==> config.mk <==
export PLATFORM = sky130hd
export DESIGN_NAME = cfg_key_lock
export DESIGN_NICKNAME = d
export VERILOG_FILES = /design/src/rtl/cfg_key_lock.sv
export SDC_FILE = /design/constraint.sdc
export NUM_CORES = 1
export LEC_CHECK = 0
export ABC_CLOCK_PERIOD_IN_PS = 1100
export BUFFER_PORTS_ARGS = -buffer_cell sky130_fd_sc_hd__buf_2
export CAP_MARGIN = 20
export CORE_MARGIN = 4
export CORE_UTILIZATION = 40
export DETAILED_ROUTE_END_ITERATION = 7
export PLACE_DENSITY = 0.87
export SKIP_LAST_GASP = 1
export SLEW_MARGIN = 10
export SYNTH_ARGS = -nofsm -noshare
export SYNTH_HDL_FRONTEND = slang
export SYNTH_SLANG_ARGS = --single-unit
export TNS_END_PERCENT = 10
==> constraint.sdc <==
create_clock -name clk -period 1.1 [get_ports clk]
set_clock_uncertainty 0.05 [all_clocks]
set_input_delay 0.165 -clock clk [delete_from_list [all_inputs] [get_ports clk]]
set_output_delay 0.165 -clock clk [all_outputs]
set_load 0.02 [all_outputs]
==> src/rtl/cfg_key_lock.sv <==
module cfg_key_lock #(
  parameter int DATA_W  = 32,
  parameter int KEY_W   = 16,
  parameter int ADDR_W  = 3,
  parameter logic [KEY_W-1:0] ARM_KEY = 16'hD42F
) (
  input  logic              clk,
  input  logic              rst_n,
  input  logic              bus_sel,
  input  logic              bus_wr,
  input  logic [ADDR_W-1:0] bus_addr,
  input  logic [DATA_W-1:0] bus_wdata,
  output logic [DATA_W-1:0] bus_rdata,
  output logic              cfg_wr_allow
);
  localparam int PAD_W = DATA_W - 1 - KEY_W;

  logic             armed_q;
  logic [KEY_W-1:0] key_q;
  logic             word0;
  logic             wr_acc;
  logic [KEY_W-1:0] wkey;
  logic             sig_unused;

  assign word0  = ~bus_addr[ADDR_W-1];
  assign wr_acc = bus_sel & bus_wr & word0;
  assign wkey   = bus_wdata[KEY_W-1:0];
  assign sig_unused = ^{bus_addr[ADDR_W-2:0], bus_wdata[DATA_W-1:KEY_W]};

  always_ff @(posedge clk or negedge rst_n) begin
    if (!rst_n) begin
      armed_q <= 1'b0;
      key_q   <= '0;
    end else if (wr_acc) begin
      key_q <= wkey;
      if (wkey == ARM_KEY)   armed_q <= 1'b1;
      else if (wkey == '0)   armed_q <= 1'b0;
    end
  end

  assign bus_rdata    = (bus_sel && word0) ? {armed_q, {PAD_W{1'b0}}, key_q} : '0;
  assign cfg_wr_allow = armed_q;

  a_r2_arm_key: assert property (@(posedge clk) disable iff (!rst_n)
    (bus_sel && bus_wr && !bus_addr[ADDR_W-1] && bus_wdata[KEY_W-1:0] == ARM_KEY)
      |=> cfg_wr_allow);

  a_r3_zero_key: assert property (@(posedge clk) disable iff (!rst_n)
    (bus_sel && bus_wr && !bus_addr[ADDR_W-1] && bus_wdata[KEY_W-1:0] == '0)
      |=> !cfg_wr_allow);

  a_r4_other_key_holds: assert property (@(posedge clk) disable iff (!rst_n)
    (bus_sel && bus_wr && !bus_addr[ADDR_W-1] &&
     bus_wdata[KEY_W-1:0] != ARM_KEY && bus_wdata[KEY_W-1:0] != '0)
      |=> $stable(cfg_wr_allow));

  a_r7_no_write_no_change: assert property (@(posedge clk) disable iff (!rst_n)
    !(bus_sel && bus_wr && !bus_addr[ADDR_W-1])
      |=> ($stable(cfg_wr_allow) && $stable(key_q)));

  a_r6_key_readback: assert property (@(posedge clk) disable iff (!rst_n)
    (bus_sel && bus_wr && !bus_addr[ADDR_W-1])
      |=> key_q == $past(bus_wdata[KEY_W-1:0]));

  always_comb begin
    if (rst_n) begin
      a_r5_pad_zero: assert (bus_rdata[DATA_W-2:KEY_W] == '0);
      a_r8_status_bit: assert (!(bus_sel && !bus_addr[ADDR_W-1]) ||
                               bus_rdata[DATA_W-1] == cfg_wr_allow);
    end
  end
endmodule

==> metrics.cfg, run 1 <==
[logic_synthesis]
syn_avg_cell_area_sq_um=11.8
syn_area_sq_um=993
yosysTopAreaCellShare=0.428
yosysTopAreaCell=dfrtp_1
yosysWarnings=0
synthTopCellsByArea=dfrtp_1, mux2_4, buf_4, and2_1, mux2_2
ys_types=18
ys_seq_area_frac=0.428
synth_seq_cells=17
syn_inst=84

[sta]
fin_crit_ps=1170
max_freq_mhz=851
period_share=1.07
rsz0062_at_grt=true
setup_violations=17
setup_ws_ps=-75.0
fin_hold_ws_ps=71.9
report.final.slew_viol_count=0
hold_viol_final=0

[cells_and_area]
final_net_count=171
layout_commonest_cell=buf_2
n_antenna_cell=0
area_delta_synth_final_pct=29.2
fillers=210
final_cell_mix=buf_2, dfrtp_1, conb_1
drive_above_1_share=0.550

[drt]
firstDrtPassIters=3
viasPerCell=4.39
vias=698
wl_mm=2.00
routedWlPerCell_um=12.6
antenna_left=0
drc_errors=0
first_iter_violations=6

[global_routing]
antenna_found_initial=0
grt_pass1_wl_mm=3.07
grt.overflow.total=0
use_met1=0.148
grt-busiest-layer=met2
grt_pass1_vias=695
grt_usage=0.119
global_route.usage.met2=0.206
use_met3=0.0200
grt_max_degree=18

[setup_path]
path_max_fanout=2
critPathKind=register to output port
path_cells=and2_4 -> buf_6
max_stage_delay_ps=410
worstSetupStartpointType=register
slowest_stage=dfrtp_1
critPathTopFamily=flip-flops
cp_num_buf_inv=1
critPathCaptureType=output port
crit_required_ps=880
cp.arrival_ps=960

[place]
dp_hpwl_mm=1.61
port-buffer-count=38
dp_slack_ps=-66.1
gp_congestion=0.752

[power_and_ir_drop]
powerDensity_nw_per_um2=1270
vdd_drop_max_mv=0.690
p_leak_nw=0.687
p_total_mw=1.63

[die]
fp-row-count=17
die_w_um=57.8
io_pins=72
start_util=0.432
die_h_um=57.8
coreArea_sq_um=2300
dieArea_sq_um=3340

[run_status]
status=finished, violations left
violations=setup timing

[cts]
numCtsBuffers=3
path_clk_slew_ps=100
clk_latency_ps=280
cts_buffer_depth=2
cts-root-buf=clkbuf_4
htreeDepth=1
cts_tree=built
numClockSinks=17

[job]
cap_violations=0

[worst_hold_path]
hold_class=primary input to register

==> registers in the layout, indices dropped and copies added (netlist names) <==
register and flops:
key_q 16, cfg_wr_allow 1
==> stage by stage <==
| stage | cells | instance area, sq um | util | TNS, ps |
|---|---|---|---|---|
| floorplan | 98 | 1050 | - | 0 |
| global placement | 149 | 1150 | 0.503 | -778 |
| detailed placement | 149 | 1150 | 0.503 | -1130 |
| CTS | 155 | 1220 | 0.533 | -1430 |
| global route | 159 | 1280 | 0.559 | -1930 |
| finish | 159 | 1280 | 0.559 | -1050 |
==> report_power, final <==
part	switching [mW]	internal, mW	total, mW
Sequential	0.0528	0.735	0.788
Combinational	0.229	0.283	0.512
Clock	0.192	0.135	0.327
Total	0.474	1.15	1.63
==> path summary, 6_finish.rpt <==
| check | cells past startpoint | end | from | slack, ps |
|---|---|---|---|---|
| max | 2 | bus_rdata[12] | key_q[12] | -70 |
| min | 2 | key_q[9] | bus_wdata[9] | 70 |
| max reg2reg | 2 | key_q[1] | key_q[1] | 170 |
| min reg2reg | 1 | key_q[9] | key_q[9] | 460 |
| max in group asynchronous | 2 | key_q[7] | rst_n | 440 |
| min in group asynchronous | 2 | key_q[5] | rst_n | 290 |
==> per-layer routing <==
| metal | up-vias | part of all wire | wire [um] |
|---|---|---|---|
| met3 | 2 | 0.070 | 139 |
| li1 | 348 | - | - |
| met4 | 0 | 0.0060 | 12 |
| met2 | 28 | 0.54 | 1090 |
| met5 | - | 0 | 0 |
| met1 | 320 | 0.38 | 759 |
==> repair_timing <==
action	CTS	global route
hold endpoints to repair	17	0
hold buffers	1	0
setup endpoints to repair	17	18
resized for setup	8	10
setup buffers	1	4
==> area by class of cell <==
type / count / area (sq um) / share of cell area
Clock buffer: 3 / 22.5 / 0.0175
Clock inverter: 1 / 5.00 / 0.00390
Multi-Input combinational cell: 63 / 492 / 0.383
Sequential cell: 17 / 425 / 0.331
Tap cell: 28 / 35.0 / 0.0273
Timing Repair Buffer: 47 / 304 / 0.237
==> cell usage after synthesis <==
master and instances:
nand3_1 1, nor4_1 2, mux2_2 6, nor2_1 2, buf_12 1, nand4_1 3, nand2_1 1, buf_4 15
and2_1 17, conb_1 1, o21ai_0 2, nor3_1 2, dfrtp_1 17, buf_6 1, nor2b_4 1, clkbuf_1 1
nand2_4 1, mux2_4 10
==> worst reg2reg max path, stage by stage, from the launching register on <==
cell and delay [ps]:
dfrtp_1 400, buf_4 130, mux2_4 240
==> cell families after synthesis <==
family / after synthesis / synth area share
buf+inv: 18 / 0.149
compound gates: 2 / 0.0101
other cells: 1 / 0.00377
flops: 17 / 0.428
simple gates: 30 / 0.190
mux: 16 / 0.219
Note: power is estimated with default switching activity, not from simulation.
==> run 2, diff against run 1 <==
MAX_ROUTING_LAYER = met4   (was default)
SKIP_LAST_GASP = default   (was 1)
==> run 2 against run 1 <==
Compared with the run above:
- the flow still finishes with violations (setup timing)
- combinational power down 1%
- total power down 0.23%
- maximum frequency down 0.16%
- die area unchanged
- critical endpoint unchanged
==> metrics.cfg, run 2 (synthesis gave the netlist of run 1 again) <==
[sta]
setup_violations=17
period_share=1.07
setup_ws_ps=-76.9
fin_hold_ws_ps=71.3
report.final.slew_viol_count=0
max_freq_mhz=850
hold_viol_final=0
fin_tns_setup_ps=-1050
fin_crit_ps=1180
rsz0062_at_grt=true

[place]
dp_hpwl_mm=1.61
gp_congestion=0.762
dp_slack_ps=-66.1
dp.cells=149
dpl-instance-area_sq_um=1150
port-buffer-count=38

[drt]
firstDrtPassIters=3
antenna_left=0
viasPerCell=4.44
vias=701
first_iter_violations=5
routedWlPerCell_um=12.6
wl_mm=1.99
drc_errors=0

[global_routing]
grt.overflow.total=0
grt_pass1_vias=698
grt_pass1_wl_mm=3.08
grt_max_degree=18
antenna_found_initial=0
grt_usage=0.122

[cells_and_area]
regMostFlops=key_q
area_delta_synth_final_pct=29.0
final_cell_mix=buf_2, dfrtp_1, conb_1
final_core_util=0.558
final_net_count=170
n_antenna_cell=0
largest_register_ffs=16
layout_commonest_cell=buf_2
stdcell_count=158
drive_above_1_share=0.562
fillers=213
postLayoutCellArea_sq_um=1280

[die]
die_w_um=57.8
fp-row-count=17
dieArea_sq_um=3340
start_util=0.432
die_h_um=57.8
io_pins=72
coreArea_sq_um=2300

[setup_path]
cp.arrival_ps=960
path_max_fanout=2
worstSetupStartpointType=register
crit_required_ps=880
critPathKind=register to output port
critPathCaptureType=output port

[power_and_ir_drop]
p_total_mw=1.62
vdd_drop_max_mv=0.690
powerDensity_nw_per_um2=1270
p_leak_nw=0.686

[run_status]
status=finished, violations left
violations=setup timing

[worst_hold_path]
hold_class=primary input to register

[cts]
htreeDepth=1
clk_latency_ps=280
numClockSinks=17
cts_tree=built
numCtsBuffers=3
path_clk_slew_ps=100
cts_buffer_depth=2
cts-root-buf=clkbuf_4

[job]
cap_violations=0

## run 2: layout make-up
| cell class | count | area, sq um | share of cell area |
|---|---|---|---|
| clock buffer | 3 | 22.5 | 0.0176 |
| tap | 28 | 35.0 | 0.0273 |
| sequential | 17 | 425 | 0.332 |
| multi-input combinational | 63 | 497 | 0.388 |
| timing repair buffer | 46 | 297 | 0.231 |
| clock inverter | 1 | 5.00 | 0.00391 |
## run 2: final timing paths
| check | slack (ps) | to | cells past startpoint | startpoint |
|---|---|---|---|---|
| min in group asynchronous | 280 | key_q[5] | 2 | rst_n |
| max | -80 | bus_rdata[12] | 2 | key_q[12] |
| min | 70 | key_q[9] | 2 | bus_wdata[9] |
| max in group asynchronous | 450 | key_q[7] | 2 | rst_n |
| min reg2reg | 460 | key_q[15] | 1 | key_q[15] |
| max reg2reg | 180 | key_q[4] | 2 | key_q[4] |
## run 2: power breakdown
group	internal (mW)	switching (mW)
combinational	0.279	0.227
sequential	0.735	0.0546
clock	0.135	0.192
## run 2: repair_timing
action,in CTS,in global routing
hold buffers,1,0
setup buffers,1,3
endpoints found under the setup margin,17,18
resized for setup,9,11
hold endpoints to repair,17,0
pin swaps,0,0
## run 2: critical path: stages, from the launching register on
cell     delay [ps]
dfrtp_1         410
and2_4          150
buf_6           120
## run 2: routing by layer
| layer | part of all wire | track usage |
|---|---|---|
| met1 | 0.38 | 0.148 |
| met5 | 0 | - |
| met4 | 0.0060 | 0.0397 |
| met3 | 0.070 | 0.0200 |
| met2 | 0.55 | 0.206 |
